### config.mk
export PLATFORM = sky130hd
export DESIGN_NAME = scoreboard_ctl
export DESIGN_NICKNAME = d
export VERILOG_FILES = /design/src/rtl/sb_pkg.sv /design/src/rtl/sb_reg_table.sv /design/src/rtl/sb_fu_entry.sv /design/src/rtl/sb_wb_arb.sv /design/src/rtl/scoreboard_ctl.sv
export SDC_FILE = /design/constraint.sdc
export NUM_CORES = 1
export LEC_CHECK = 0
export BUFFER_PORTS_ARGS = -buffer_cell sky130_fd_sc_hd__buf_2
export CELL_PAD_IN_SITES_DETAIL_PLACEMENT = 0
export CELL_PAD_IN_SITES_GLOBAL_PLACEMENT = 1
export CORE_MARGIN = 2
export CORE_UTILIZATION = 46
export CTS_CLUSTER_SIZE = 12
export DETAILED_ROUTE_END_ITERATION = 10
export PLACE_DENSITY = 0.78
export SLEW_MARGIN = 10
export SYNTH_ARGS = -nofsm -noshare
export SYNTH_HDL_FRONTEND = slang
export SYNTH_SLANG_ARGS = --single-unit
### constraint.sdc
create_clock -name clk -period 3.8 [get_ports clk]
set_input_delay 0 -clock clk [delete_from_list [all_inputs] [get_ports clk]]
set_output_delay 0 -clock clk [all_outputs]
set_load 0.03 [all_outputs]
### src/rtl/sb_pkg.sv
package sb_pkg;
  typedef enum logic [1:0] {
    PH_IDLE = 2'd0,
    PH_WAIT = 2'd1,
    PH_EXEC = 2'd2,
    PH_DONE = 2'd3
  } fu_phase_t;
endpackage

### src/rtl/sb_reg_table.sv
module sb_reg_table #(
  parameter int NUM_REG = 16,
  parameter int FU_W    = 2,
  localparam int REG_W  = $clog2(NUM_REG)
) (
  input  logic             clk,
  input  logic             rst,
  input  logic             set_en,
  input  logic [REG_W-1:0] set_reg,
  input  logic [FU_W-1:0]  set_unit,
  input  logic             clr_en,
  input  logic [REG_W-1:0] clr_reg,
  input  logic [REG_W-1:0] rd_dst,
  input  logic [REG_W-1:0] rd_s1,
  input  logic [REG_W-1:0] rd_s2,
  output logic             dst_pend,
  output logic             s1_pend,
  output logic [FU_W-1:0]  s1_unit,
  output logic             s2_pend,
  output logic [FU_W-1:0]  s2_unit
);
  logic [NUM_REG-1:0] pend;
  logic [FU_W-1:0]    owner [NUM_REG];

  // pending flags need reset; owner field is plain storage
  always_ff @(posedge clk) begin
    if (rst) begin
      pend <= '0;
    end else begin
      if (clr_en) pend[clr_reg] <= 1'b0;
      if (set_en) pend[set_reg] <= 1'b1;
    end
  end

  always_ff @(posedge clk) begin
    if (set_en) owner[set_reg] <= set_unit;
  end

  assign dst_pend = pend[rd_dst];
  assign s1_pend  = pend[rd_s1];
  assign s1_unit  = owner[rd_s1];
  assign s2_pend  = pend[rd_s2];
  assign s2_unit  = owner[rd_s2];
endmodule

### src/rtl/sb_fu_entry.sv
module sb_fu_entry
  import sb_pkg::*;
#(
  parameter int REG_W = 4,
  parameter int FU_W  = 2
) (
  input  logic             clk,
  input  logic             rst,
  input  logic             issue_en,
  input  logic [REG_W-1:0] set_dst,
  input  logic [REG_W-1:0] set_src1,
  input  logic [REG_W-1:0] set_src2,
  input  logic             set_q1_v,
  input  logic [FU_W-1:0]  set_q1,
  input  logic             set_q2_v,
  input  logic [FU_W-1:0]  set_q2,
  input  logic             rd_go,
  input  logic             done_in,
  input  logic             wb_go,
  input  logic             wb_any,
  input  logic [FU_W-1:0]  wb_idx,
  output logic             busy,
  output logic             waiting,
  output logic             finished,
  output logic [REG_W-1:0] dst,
  output logic [REG_W-1:0] src1,
  output logic [REG_W-1:0] src2,
  output logic             src1_ok,
  output logic             src2_ok
);
  fu_phase_t       phase;
  logic            q1_v, q2_v;
  logic [FU_W-1:0] q1, q2;

  always_ff @(posedge clk) begin
    if (rst) begin
      phase   <= PH_IDLE;
      q1_v    <= 1'b0;
      q2_v    <= 1'b0;
      src1_ok <= 1'b0;
      src2_ok <= 1'b0;
    end else if (issue_en) begin
      phase   <= PH_WAIT;
      dst     <= set_dst;
      src1    <= set_src1;
      src2    <= set_src2;
      q1_v    <= set_q1_v;
      q1      <= set_q1;
      q2_v    <= set_q2_v;
      q2      <= set_q2;
      src1_ok <= !set_q1_v;
      src2_ok <= !set_q2_v;
    end else begin
      // a producer broadcasting its writeback releases our wait on it
      if (wb_any && q1_v && q1 == wb_idx) begin
        q1_v    <= 1'b0;
        src1_ok <= 1'b1;
      end
      if (wb_any && q2_v && q2 == wb_idx) begin
        q2_v    <= 1'b0;
        src2_ok <= 1'b1;
      end
      if (rd_go) begin
        phase   <= PH_EXEC;
        src1_ok <= 1'b0;
        src2_ok <= 1'b0;
      end
      if (done_in && phase == PH_EXEC) phase <= PH_DONE;
      if (wb_go) phase <= PH_IDLE;
    end
  end

  assign busy     = (phase != PH_IDLE);
  assign waiting  = (phase == PH_WAIT);
  assign finished = (phase == PH_DONE);
endmodule

### src/rtl/sb_wb_arb.sv
module sb_wb_arb #(
  parameter int NUM_FU = 4,
  parameter int REG_W  = 4,
  localparam int FU_W  = $clog2(NUM_FU)
) (
  input  logic [NUM_FU-1:0]       done_v,
  input  logic [NUM_FU-1:0]       wait_v,
  input  logic [NUM_FU-1:0]       ok1_v,
  input  logic [NUM_FU-1:0]       ok2_v,
  input  logic [NUM_FU*REG_W-1:0] dst_flat,
  input  logic [NUM_FU*REG_W-1:0] s1_flat,
  input  logic [NUM_FU*REG_W-1:0] s2_flat,
  output logic [NUM_FU-1:0]       grant,
  output logic                    any,
  output logic [FU_W-1:0]         idx,
  output logic [REG_W-1:0]        wreg
);
  logic [REG_W-1:0]  dst_a [NUM_FU];
  logic [REG_W-1:0]  s1_a  [NUM_FU];
  logic [REG_W-1:0]  s2_a  [NUM_FU];
  logic [NUM_FU-1:0] blocked;
  logic [NUM_FU-1:0] eligible;

  for (genvar g = 0; g < NUM_FU; g++) begin : g_unpack
    assign dst_a[g] = dst_flat[g*REG_W +: REG_W];
    assign s1_a[g]  = s1_flat[g*REG_W +: REG_W];
    assign s2_a[g]  = s2_flat[g*REG_W +: REG_W];
  end

  // WAR scan: any unread, available source equal to our destination blocks us
  always_comb begin
    for (int u = 0; u < NUM_FU; u++) begin
      blocked[u] = 1'b0;
      for (int f = 0; f < NUM_FU; f++) begin
        if (wait_v[f] && ((ok1_v[f] && s1_a[f] == dst_a[u]) ||
                          (ok2_v[f] && s2_a[f] == dst_a[u])))
          blocked[u] = 1'b1;
      end
    end
  end

  assign eligible = done_v & ~blocked;

  // fixed priority, lowest index wins
  always_comb begin
    grant = '0;
    any   = 1'b0;
    idx   = '0;
    wreg  = '0;
    for (int u = NUM_FU - 1; u >= 0; u--) begin
      if (eligible[u]) begin
        grant    = '0;
        grant[u] = 1'b1;
        any      = 1'b1;
        idx      = FU_W'(u);
        wreg     = dst_a[u];
      end
    end
  end
endmodule

### src/rtl/scoreboard_ctl.sv
module scoreboard_ctl #(
  parameter int NUM_FU  = 4,
  parameter int NUM_REG = 16,
  localparam int FU_W   = $clog2(NUM_FU),
  localparam int REG_W  = $clog2(NUM_REG)
) (
  input  logic              clk,
  input  logic              rst,
  input  logic              in_valid,
  input  logic [FU_W-1:0]   in_fu,
  input  logic [REG_W-1:0]  in_dst,
  input  logic [REG_W-1:0]  in_src1,
  input  logic [REG_W-1:0]  in_src2,
  input  logic [NUM_FU-1:0] fu_done,
  output logic              issue_ack,
  output logic [NUM_FU-1:0] rd_grant,
  output logic [NUM_FU-1:0] wb_grant
);
  logic [NUM_FU-1:0]       busy_v, wait_v, done_v, ok1_v, ok2_v;
  logic [NUM_FU*REG_W-1:0] dst_flat, s1_flat, s2_flat;
  logic                    dst_pend, s1_pend, s2_pend;
  logic [FU_W-1:0]         s1_unit, s2_unit;
  logic [NUM_FU-1:0]       wb_go, rd_go;
  logic                    wb_any;
  logic [FU_W-1:0]         wb_idx;
  logic [REG_W-1:0]        wb_reg;
  logic                    class_ok, issue_go, q1_v, q2_v;

  sb_reg_table #(.NUM_REG(NUM_REG), .FU_W(FU_W)) u_regs (
    .clk(clk), .rst(rst),
    .set_en(issue_go), .set_reg(in_dst), .set_unit(in_fu),
    .clr_en(wb_any), .clr_reg(wb_reg),
    .rd_dst(in_dst), .rd_s1(in_src1), .rd_s2(in_src2),
    .dst_pend(dst_pend), .s1_pend(s1_pend), .s1_unit(s1_unit),
    .s2_pend(s2_pend), .s2_unit(s2_unit)
  );

  assign class_ok = (in_fu <= FU_W'(NUM_FU - 1));
  // structural and WAW stall, both against the state before this edge
  assign issue_go = in_valid && class_ok && !busy_v[in_fu] && !dst_pend;
  // a producer writing back at this very edge counts as already delivered
  assign q1_v = s1_pend && !(wb_any && s1_unit == wb_idx);
  assign q2_v = s2_pend && !(wb_any && s2_unit == wb_idx);
  assign rd_go = wait_v & ok1_v & ok2_v;

  for (genvar g = 0; g < NUM_FU; g++) begin : g_fu
    sb_fu_entry #(.REG_W(REG_W), .FU_W(FU_W)) u_entry (
      .clk(clk), .rst(rst),
      .issue_en(issue_go && in_fu == FU_W'(g)),
      .set_dst(in_dst), .set_src1(in_src1), .set_src2(in_src2),
      .set_q1_v(q1_v), .set_q1(s1_unit), .set_q2_v(q2_v), .set_q2(s2_unit),
      .rd_go(rd_go[g]), .done_in(fu_done[g]), .wb_go(wb_go[g]),
      .wb_any(wb_any), .wb_idx(wb_idx),
      .busy(busy_v[g]), .waiting(wait_v[g]), .finished(done_v[g]),
      .dst(dst_flat[g*REG_W +: REG_W]),
      .src1(s1_flat[g*REG_W +: REG_W]),
      .src2(s2_flat[g*REG_W +: REG_W]),
      .src1_ok(ok1_v[g]), .src2_ok(ok2_v[g])
    );
  end

  sb_wb_arb #(.NUM_FU(NUM_FU), .REG_W(REG_W)) u_arb (
    .done_v(done_v), .wait_v(wait_v), .ok1_v(ok1_v), .ok2_v(ok2_v),
    .dst_flat(dst_flat), .s1_flat(s1_flat), .s2_flat(s2_flat),
    .grant(wb_go), .any(wb_any), .idx(wb_idx), .wreg(wb_reg)
  );

  always_ff @(posedge clk) begin
    if (rst) begin
      issue_ack <= 1'b0;
      rd_grant  <= '0;
      wb_grant  <= '0;
    end else begin
      issue_ack <= issue_go;
      rd_grant  <= rd_go;
      wb_grant  <= wb_go;
    end
  end
endmodule

==> results of run 1 <==
==> state kept, by name (all words and copies together) (netlist names), 8 cells and up <==
register	flops
g_fu.u_entry.phase	8
u_regs.owner	32
u_regs.pend	16
g_fu.u_entry.q2	8
g_fu.u_entry.src1	16
g_fu.u_entry.q1	8
g_fu.u_entry.src2	16
g_fu.u_entry.dst	16
==> power groups by stage <==
stage / logic (mW) / clock network [mW] / registers [mW]
6_report: 0.230 / 1.56 / 1.75
2_1_floorplan: 0.146 / 0 / 1.76
3_5_place_dp: 0.218 / 0 / 1.78
5_1_grt: 0.248 / 1.64 / 1.75
4_1_cts: 0.229 / 1.58 / 1.75
3_3_place_gp: 0.213 / 0 / 1.78
==> what timing repair did <==
| item | CTS | global route |
|---|---|---|
| resized for setup | 0 | 0 |
| hold buffers | 13 | 0 |
| hold endpoints to repair | 34 | 0 |
==> placed cells by master, fill, tap and decap left out, types with 6 or more instances in the layout <==
cell and instances:
a21oi_1 16, a311oi_1 13, a31oi_1 9, and3_1 6, buf_2 29, buf_4 8
clkbuf_16 17, dfxtp_1 49, dlygate4sd3_1 13, edfxtp_1 96, inv_1 25, mux2i_1 7
mux4_2 33, nand2_1 38, nand3_1 10, nand3b_1 6, nand4_1 8, nor2_1 54
nor3_1 22, nor4_1 15, o211ai_1 7, o21ai_0 10, xnor2_1 34, xor2_1 63
==> Yosys cell counts, drive strengths merged (5+ instances only) <==
master	n	area [sq um]
a21oi	16	80.1
a311oi	14	129
a31oi	9	56.3
and3	6	37.5
and3b	5	43.8
buf	27	146
clkbuf	10	37.5
dfxtp	49	981
edfxtp	96	2880
inv	26	97.6
mux2i	7	70.1
mux4	33	743
nand2	39	149
nand2b	5	31.3
nand3	10	50.1
nand3b	6	45.0
nand4	8	50.1
nor2	55	214
nor3	23	120
nor3b	5	47.5
nor4	17	113
o211ai	7	52.6
o21ai	11	55.1
o21bai	5	37.5
xnor2	35	314
xor2	63	552
==> worst register-to-register path, stage by stage, from the launching register on <==
cell and delay, ns:
edfxtp_1 0.58, xor2_1 0.24, nor4_1 0.38, a22o_1 0.21, or4_4 0.33, nor3b_1 0.97
and4b_1 0.32, a311oi_1 0.08, a2bb2o_1 0.31
==> final cells by class <==
cell class	instances	area (sq um)	share of cell area (%)
clock buffers	17	425	4.88
clock inverters	15	124	1.42
inverters	26	97.6	1.12
multi-input cells	448	3600	41.3
flip-flops and latches	145	3860	44.3
well taps	220	275	3.16
repair buffers	50	335	3.85
==> cell families after synthesis <==
| family | share of synthesized area (%) |
|---|---|
| buffers and inverters | 3.64 |
| AO/OA/AOI/OAI | 11.2 |
| flip-flops | 50.0 |
| AND/OR/NAND/NOR | 13.2 |
| XOR/XNOR | 11.2 |
| multiplexers | 10.8 |
==> per-layer routing <==
layer  share of wire (%)  vias to the layer above  routed length [microns]  GRT usage, %
li1                    -                     2546                        -             -
met1                  42                     2814                     8980          33.5
met4                 3.2                        0                      685          10.8
met5                   0                        -                        0             0
met2                  47                      264                    10100          39.2
met3                 7.2                       48                     1540          5.29
==> metrics by stage <==
stage / cell area, sq um / setup WS (ns)
2_1_floorplan: 7730 / 0.106
3_3_place_gp: 8040 / 0.456
3_5_place_dp: 8040 / 0.344
4_1_cts: 8720 / 0.289
5_1_grt: 8720 / 0.0493
6_report: 8720 / 0.276
==> final timing paths <==
path / to / slack [ns] / depth (start not counted)
max: g_fu[0].u_entry.q1_v / 0.28 / 8
min: g_fu[2].u_entry.src1[1] / 0.04 / 1
max reg2reg: g_fu[0].u_entry.q1_v / 0.28 / 8
min reg2reg: g_fu[3].u_entry.q1_v / 0.47 / 2
==> results.md, run 1 <==
* Routed vias at around 5.7k
* Cell Int Power at roughly 2.7 mW
* Worst Skew at between 0.009 and 0.01 ns
* Post-route DRC at 0
* Comb pwr share at ~6.5%
* First-pass GRT wire length at roughly 33 mm
* Effective utilization at floorplan at a little under half
* Status: finished, final reports clean
* FFs w/ async S/R, synth at 0%
* Die area at 0.0179 sq mm
* Clock network power share at approximately 44%
* Total core area at ~0.017 sq mm
* Htree depth at 4
* Max Slew Vio Count at 0
* Antenna cells at 0
* Sw Pwr at around 0.88 mW
* Final hold vios at 0
* Via density at 6.16
* Routability cong. at a little over 0.9
* Post-Place Cells at 876
* Required @ worst endpoint at 4.13 ns
* CP max stage cell: nor3b_1
* Num rows at 47
* DRT antenna net count at 0
* Hpwl dp at approximately 15 mm
* Tcrit/Tclk final at between 90% and 100%
* Sink Count at 145
* Synthesized flop and latch total at 145
* Setup CP Type: reg2reg
* Routed WL at between 20 and 25 mm
* Clk root buf: clkbuf_16
* Synth Net Count at 677
* CTS clock-pin slew for the worst setup and hold paths at roughly 0.060 ns
* Final core occ at a little over half
* Top FF cell, synth: edfxtp_1
* Post-Syn Instances at 656
* Synth unique cells at between 70 and 80
* Average size of a mapped cell at 11.8 sq um
* Reg2Reg Launch Point: g_fu[0].u_entry.dst[3]
* Seq pwr share at 49.4%
* Hold Crit Start: in_src1[1]
* Setup violations, final at 0
* Maximum vdd drop at approximately 0.46 mV
* FMAX at around 0.28 GHz
* Hold WC Path Type: in2reg
* CTS Buffer Depth at 2
* Nets at 709
* # IOs at 30
* Cts bufs inserted at 17
* Max Cap Violations at 0
* Setup bufs post-CTS at 0
* Total grt overflow at 0
* Initial antenna violation count at 0
* CP top delay family: simple AND/OR/NAND/NOR gates
* Vias in the first global route at about 5.5k
* Post-synthesis sequential area ratio at 50.0%
* Power Dens Cells at between 400 and 500 mW/mm^2
* Worst Tran Pin Value at between 1 and 1.5 ns
* Net Sw Frac at around a quarter
* First-pass iteration count of the detailed router at 5
* Leakage Power at between 3 and 4 nW
* Clock latency on the worst-skew pair at between 0.4 and 0.5 ns
* CTS tree: built
* Crit end category: flip-flop
* Fillcell total at roughly 1.4k
* WHS at between 0.03 and 0.04 ns
* Final Total Pwr at 3.54 mW
* Crit path largest cell delay at 0.96 ns
* Cell Area, Synth at 0.00773 sq mm
* Crit path DAT at 3.85 ns
* Post-synth EDFFs at between 90 and 100
* Worst Path Max Fanout at 30
* Minimum clock period at 3.52 ns
* Total GRT Usage at between 20 and 25%
* Pin count of the biggest net entering global routing at 31
* Warnings, synthesis at 0
* CP Cell Sequence: xor2_1 -> nor4_1 -> a22o_1 -> or4_4 -> nor3b_1 -> and4b_1 -> a311oi_1 -> a2bb2o_1
* Rel. slew slack at approximately 23%
* Layout cells sized above 1 at 17.1%
* Die Y at ~130 microns
* Final setup TNS at 0 ns
* Port bufs at 29
* Routed wire per std cell at about 23 microns
* Die width at between 100 and 150 microns
* Starting DRT DRC Count at a little under 600
* Finished Layout Cells at 921
* RSZ-0062 raised after global routing: false
* Critical path launch point type: flip-flop
* Area grow syn2layout at 12.7%
* WP buf/inv at 0
* Worst Setup SP: g_fu[0].u_entry.dst[3]
(Power assumes the default switching activity.)
==> run 2: changes to the inputs <==
CELL_PAD_IN_SITES_DETAIL_PLACEMENT = default   (was 0)
CELL_PAD_IN_SITES_GLOBAL_PLACEMENT = default   (was 1)
CORE_UTILIZATION = 56   (was 46)
==> results.md, run 2 (synthesized netlist as in run 1, its figures left out) <==
* CP Cell Sequence: xor2_1 -> nor4_1 -> a22o_1 -> or4_4 -> nand2_1 -> a221oi_1 -> nor2_1 -> nor3_1 -> a311oi_1
* Minimum clock period at 3.47 ns (-0.0591 ns)
* Routability cong. at 0.976 (+7.0%)
* Biggest register: u_regs.owner
* Total GRT Usage at 30.8% (+5.9 points)
* Post-route DRC at 0 (unchanged)
* Worst Path Max Fanout at 30 (unchanged)
* Hpwl dp at 14.9 mm (-3.6%)
* Die width at 122 microns (-9.1%)
* CTS Buffer Depth at 2 (unchanged)
* FMAX at 0.289 GHz (+1.7%)
* Finished Layout Cells at 874 (-5.1%)
* Effective utilization at floorplan at 57.9% (+11 points)
* CP max stage cell: edfxtp_1
* Status: finished, final reports clean
* CTS tree: built
* WP buf/inv at 0 (unchanged)
* Routed wire per std cell at 24.4 microns (+5.6%)
* First-pass iteration count of the detailed router at 5 (unchanged)
* CTS clock-pin slew for the worst setup and hold paths at 0.06 ns (about the same)
* Port bufs at 29 (unchanged)
* Maximum vdd drop at 0.408 mV (-11%)
* Setup bufs post-CTS at 0 (unchanged)
* Post-Place Cells at 831 (-5.1%)
* Crit end category: flip-flop
* Die area at 0.0148 sq mm (-17%)
* Routed WL at 21.3 mm (+0.23%)
* Initial antenna violation count at 0 (unchanged)
* Commonest non-fill, non-tap cell in the layout: edfxtp_1
* Routed vias at 5842 (+3.0%)
* Critical path launch point type: flip-flop
* DRT antenna net count at 0 (unchanged)
* Hold WC Path Type: in2reg
* Tcrit/Tclk final at 91.2% (-1.6 points)
* Pin count of the biggest net entering global routing at 31 (unchanged)
* Area grow syn2layout at 12.4%
* Layout cells sized above 1 at 16.9% (-0.21 points)
* Nets at 706 (-0.42%)
* Fillcell total at 984 (-28%)
* Setup violations, final at 0 (unchanged)
* Die Y at 122 microns (-9.1%)
* Vias in the first global route at 5749 (+4.0%)
* Leakage Power at 3.04 nW (+0.53%)
* Final hold vios at 0 (unchanged)
* Most frequent cells in the layout: edfxtp_1 (96), xor2_1 (63), nor2_1 (54), dfxtp_1 (49), nand2_1 (38)
* Max FFs per register at 32 (unchanged)
* Antenna cells at 0 (unchanged)
* Total grt overflow at 0 (unchanged)
* Clock latency on the worst-skew pair at 0.44 ns (about the same)
* Htree depth at 4 (unchanged)
* Worst Tran Pin Value at 0.823 ns (-0.328 ns)
* Num rows at 42 (-11%)
* Sink Count at 145 (unchanged)
* R2R setup slack at 0.33 ns (+0.06 ns)
* Required @ worst endpoint at 4.09 ns (-0.04 ns)
* Cts bufs inserted at 17 (unchanged)
* Crit path DAT at 3.75 ns (-0.10 ns)
* Max Slew Vio Count at 0 (unchanged)
* Power Dens Cells at 427 mW/mm^2 (+5.1%)
* Worst Skew at 0.0130 ns (+0.00336 ns)
* Via density at 6.68 (+8.5%)
* Final setup TNS at 0 ns (unchanged)
* Total core area at 0.0133 sq mm (-19%)
* Post-CTS sizing at 0 (unchanged)
* Clk root buf: clkbuf_16
* Max Cap Violations at 0 (unchanged)
* Setup CP Type: reg2reg
* CP top delay family: simple AND/OR/NAND/NOR gates
* CTS Hold Bufs at 11 (-2)
* First-pass GRT wire length at 33.2 mm (+1.2%)
* RSZ-0062 raised after global routing: false
* # IOs at 30 (unchanged)
* Starting DRT DRC Count at 730 (+24%)
* Crit path largest cell delay at 0.56 ns (-0.40 ns)
* Rel. slew slack at 44.7% (+22 points)
-- run 2: cell types whose count changed in the layout (fill, tap and decap cells not counted), moves of 2 or more --
| cell | delta |
|---|---|
| inv_8 | -3 |
| dlygate4sd3_1 | -2 |
| clkinvlp_4 | -2 |
| bufinv_16 | +3 |
-- run 2: layout make-up --
| class | instances | area (sq um) | area share, % |
|---|---|---|---|
| Clock buffer | 18 | 429 | 4.94 |
| Tap cell | 176 | 220 | 2.53 |
| Inverter | 26 | 97.6 | 1.12 |
| Clock inverter | 14 | 178 | 2.04 |
| Timing Repair Buffer | 47 | 308 | 3.54 |
| Sequential cell | 145 | 3860 | 44.5 |
| Multi-Input combinational cell | 448 | 3600 | 41.4 |
-- run 2: worst paths after layout --
check / startpoint / end / cells past startpoint
setup / recovery: g_fu[0].u_entry.dst[3] / u_regs.pend[10] / 9
hold / removal: fu_done[2] / g_fu[2].u_entry.phase[0] / 5
setup reg to reg: g_fu[0].u_entry.dst[3] / u_regs.pend[10] / 9
hold reg to reg: g_fu[0].u_entry.q1_v / g_fu[0].u_entry.src1_ok / 2
-- run 2: worst reg2reg max path, stage by stage (launching register included) --
cell and delay [ns]:
edfxtp_1 0.56, xor2_1 0.23, nor4_1 0.35, a22o_1 0.21, or4_4 0.34, nand2_1 0.28
a221oi_1 0.48, nor2_1 0.22, nor3_1 0.50, a311oi_1 0.16
-- run 2: layer usage --
metal | vias to the layer above | GRT usage (%) | routed length (microns) | share of wire [%]
li1 | 2547 | - | - | -
met1 | 2881 | 41.4 | 8420 | 40
met2 | 365 | 48.0 | 10100 | 47
met3 | 49 | 8.83 | 2230 | 10
met4 | 0 | 11.6 | 548 | 2.6
met5 | - | 0 | 0 | 0
-- run 2: stage by stage --
stage	cell area [sq um]	setup WS (ns)	util [%]	hold WS, ns	power [mW]
6_report	8690	0.335	65.1	0.0222	3.71
5_1_grt	8690	0.199	65.1	0.0364	3.81
4_1_cts	8690	0.460	65.1	0.00163	3.72
3_5_place_dp	7980	0.484	59.7	0.384	1.99
3_3_place_gp	7980	0.624	59.7	0.349	1.99
2_1_floorplan	7730	0.106	-	0.0989	1.91
-- run 2: where the power goes --
group          total, mW  internal (mW)  switching [mW]
Clock               1.73           1.04           0.689
Combinational      0.229         0.0896           0.139
Sequential          1.75           1.71          0.0343
==> run 3: changes to the inputs <==
CORE_UTILIZATION = 57   (was 56)
PLACE_DENSITY = 0.79   (was 0.78)
SYNTH_HIERARCHICAL = 1   (was default)
==> results.md, run 3 <==
* Status: finished, final reports clean
* Cell Area, Synth at 0.00826 sq mm (+6.7%)
* FFs w/ async S/R, synth at 0% (unchanged)
* Cts bufs inserted at 17 (unchanged)
* Pin count of the biggest net entering global routing at 54 (+74%)
* Effective utilization at floorplan at 59.0% (+1.1 points)
* Post-route DRC at 0 (unchanged)
* DRT antenna net count at 0 (unchanged)
* Post-Syn Instances at 697 (+6.3%)
* Antenna cells at 0 (unchanged)
* Synth unique cells at 55 (-23%)
* Leakage Power at 3.27 nW (+7.5%)
* Seq pwr share at 46.8% (-0.3 points)
* Power Dens Cells at 410 mW/mm^2 (-4.0%)
* CTS clock-pin slew for the worst setup and hold paths at 0.06 ns (about the same)
* Starting DRT DRC Count at 737 (+0.96%)
* Minimum clock period at 3.49 ns (+0.0284 ns)
* Net Sw Frac at 22.2% (-1.0 points)
* Critical path launch point type: flip-flop
* Average size of a mapped cell at 11.8 sq um (+0.45%)
* Hpwl dp at 14.7 mm (-1.3%)
* CTS tree: built
* Final hold vios at 0 (unchanged)
* Port bufs at 29 (unchanged)
* Post-synth EDFFs at 96 (unchanged)
* Setup violations, final at 0 (unchanged)
* Post-synthesis sequential area ratio at 46.8% (-3.1 points)
* Sw Pwr at 0.840 mW (-2.7%)
* Final core occ at 65.9% (+0.74 points)
* Htree depth at 4 (unchanged)
* Worst Tran Pin Value at 0.967 ns (+0.145 ns)
* Top FF cell, synth: edfxtp_1
* Tcrit/Tclk final at 91.9% (+0.75 points)
* Initial antenna violation count at 0 (unchanged)
* Vias in the first global route at 6106 (+6.2%)
* Synth Net Count at 718 (+6.1%)
* Final instance area at 0.00921 sq mm (+6.0%)
* Setup CP Type: reg2reg
* Total core area at 0.0140 sq mm (+4.8%)
* Routability cong. at 1.03 (+5.6%)
* Dpl cell area at 0.00850 sq mm (+6.6%)
* Layout cells sized above 1 at 17.1% (+0.23 points)
* Comb pwr share at 7.0% (+0.8 points)
* Sink Count at 145 (unchanged)
* Warnings, synthesis at 6 (+6)
* Hold WC Path Type: in2reg
* Clk root buf: clkbuf_16
* Total grt overflow at 0 (unchanged)
* FMAX at 0.286 GHz (-0.81%)
* Num rows at 43 (+2.4%)
* Required @ worst endpoint at 4.06 ns (-0.03 ns)
* Die area at 0.0155 sq mm (+4.7%)
* Clock network power share at 46.3% (-0.4 points)
* Routed WL at 21.6 mm (+1.4%)
* Commonest cells in the netlist: edfxtp_1 (96), xnor2_1 (77), xor2_1 (71)
* Max Cap Violations at 0 (unchanged)
* Setup bufs post-CTS at 0 (unchanged)
* Synthesized flop and latch total at 145 (unchanged)
* Worst Path Max Fanout at 7 (-77%)
* Area leader, netlist: edfxtp_1
* Rel. slew slack at 35.5% (-9.2 points)
* Maximum vdd drop at 0.332 mV (-19%)
* Crit path DAT at 3.76 ns (about the same)
* Most numerous cell in the Yosys netlist: edfxtp_1
* Top cell type's share of synthesized area at 34.9% (-2.3 points)
* Biggest register: u_regs/owner
* Nets at 755 (+6.9%)
* Commonest non-fill, non-tap cell in the layout: edfxtp_1
* Final setup TNS at 0 ns (unchanged)
* Die Y at 124 microns (+2.3%)
* Clock latency on the worst-skew pair at 0.43 ns (about the same)
* Most frequent cells in the layout: edfxtp_1 (96), xnor2_1 (77), xor2_1 (71), dfxtp_1 (49), nand3_1 (35)
* First-pass iteration count of the detailed router at 5 (unchanged)
* First-pass GRT wire length at 34.1 mm (+2.6%)
* RSZ-0062 raised after global routing: false
* Routed wire per std cell at 23.3 microns (-4.4%)
* Worst Skew at 0.0138 ns (+0.000766 ns)
* CTS Buffer Depth at 2 (unchanged)
* Via density at 6.59 (-1.4%)
* Area grow syn2layout at 11.6%
* Die width at 124 microns (+2.3%)
* Max Slew Vio Count at 0 (unchanged)
* # IOs at 30 (unchanged)
* Cell Int Power at 2.94 mW (+3.2%)
* Top cells by area, synth: edfxtp_1 (35%), dfxtp_1 (12%), xnor2_1 (8.2%)
* Total GRT Usage at 28.6% (-2.2 points)
* Routed vias at 6111 (+4.6%)
* Max FFs per register at 32 (unchanged)
* Crit end category: flip-flop
[run 3: cell families after synthesis]
| kind of cell | Yosys count | synth area share, % |
|---|---|---|
| mux | 32 | 8.85 |
| xor+xnor | 148 | 15.7 |
| flops | 145 | 46.8 |
| simple gates | 229 | 16.7 |
| compound gates | 87 | 8.31 |
| buf+inv | 56 | 3.64 |
[run 3: critical path, cell delays in order, from the launching register on]
cell	delay (ns)
dfxtp_1	0.37
nor2b_1	0.59
nand3_1	0.17
nor4_1	0.49
nor4_4	0.16
nand3_1	0.25
a31oi_1	0.15
a221oi_2	0.45
nand2b_1	0.26
o21ai_0	0.32
a21oi_1	0.11
[run 3: per-stage QoR]
step	hold WS (ns)	power (mW)	std cells	setup slack, ns
after floorplan	0.0716	1.95	697	0.473
after global placement	0.362	2.04	887	0.646
after detailed placement	0.362	2.05	887	0.501
after CTS	0.00711	3.79	927	0.476
after global routing	0.0218	3.88	927	0.211
final	0.0242	3.77	927	0.306
[run 3: worst paths after layout]
kind	startpoint	slack [ns]	depth (start not counted)	endpoint
worst max-delay path	g_fu[2].u_entry/phase[0]	0.31	10	u_regs/pend[2]
worst min register to register	u_regs/pend[10]	0.51	2	u_regs/pend[10]
worst min-delay path	fu_done[2]	0.02	4	g_fu[2].u_entry/phase[0]
worst max register to register	g_fu[2].u_entry/phase[0]	0.31	10	u_regs/pend[2]
[run 3: area by class of cell]
class,count,area (sq um)
clock buffer,27,577
clock inverter,5,57.6
fill,1024,4780
inverter,28,105
multi-input combinational,496,4090
sequential,145,3860
tap,180,225
timing repair buffer,46,293
[run 3: power groups by stage]
stage	registers, mW	clock network, mW	logic, mW
6_report	1.77	1.75	0.263
5_1_grt	1.77	1.83	0.282
4_1_cts	1.76	1.76	0.259
3_5_place_dp	1.80	0	0.250
3_3_place_gp	1.79	0	0.241
2_1_floorplan	1.77	0	0.175
[run 3: metal layers]
layer	track usage, %	wire (microns)	vias to the layer above
met2	46.6	10500	381
met1	36.3	8300	2986
li1	-	-	2658
met3	6.23	1940	86
met5	0	0	-
met4	13.7	917	0
[run 3: timing repair]
| item | 4_1_cts | 5_1_grt |
|---|---|---|
| gates resized for setup | 0 | 0 |
| hold endpoints to repair | 26 | 0 |
| hold buffers | 8 | 0 |
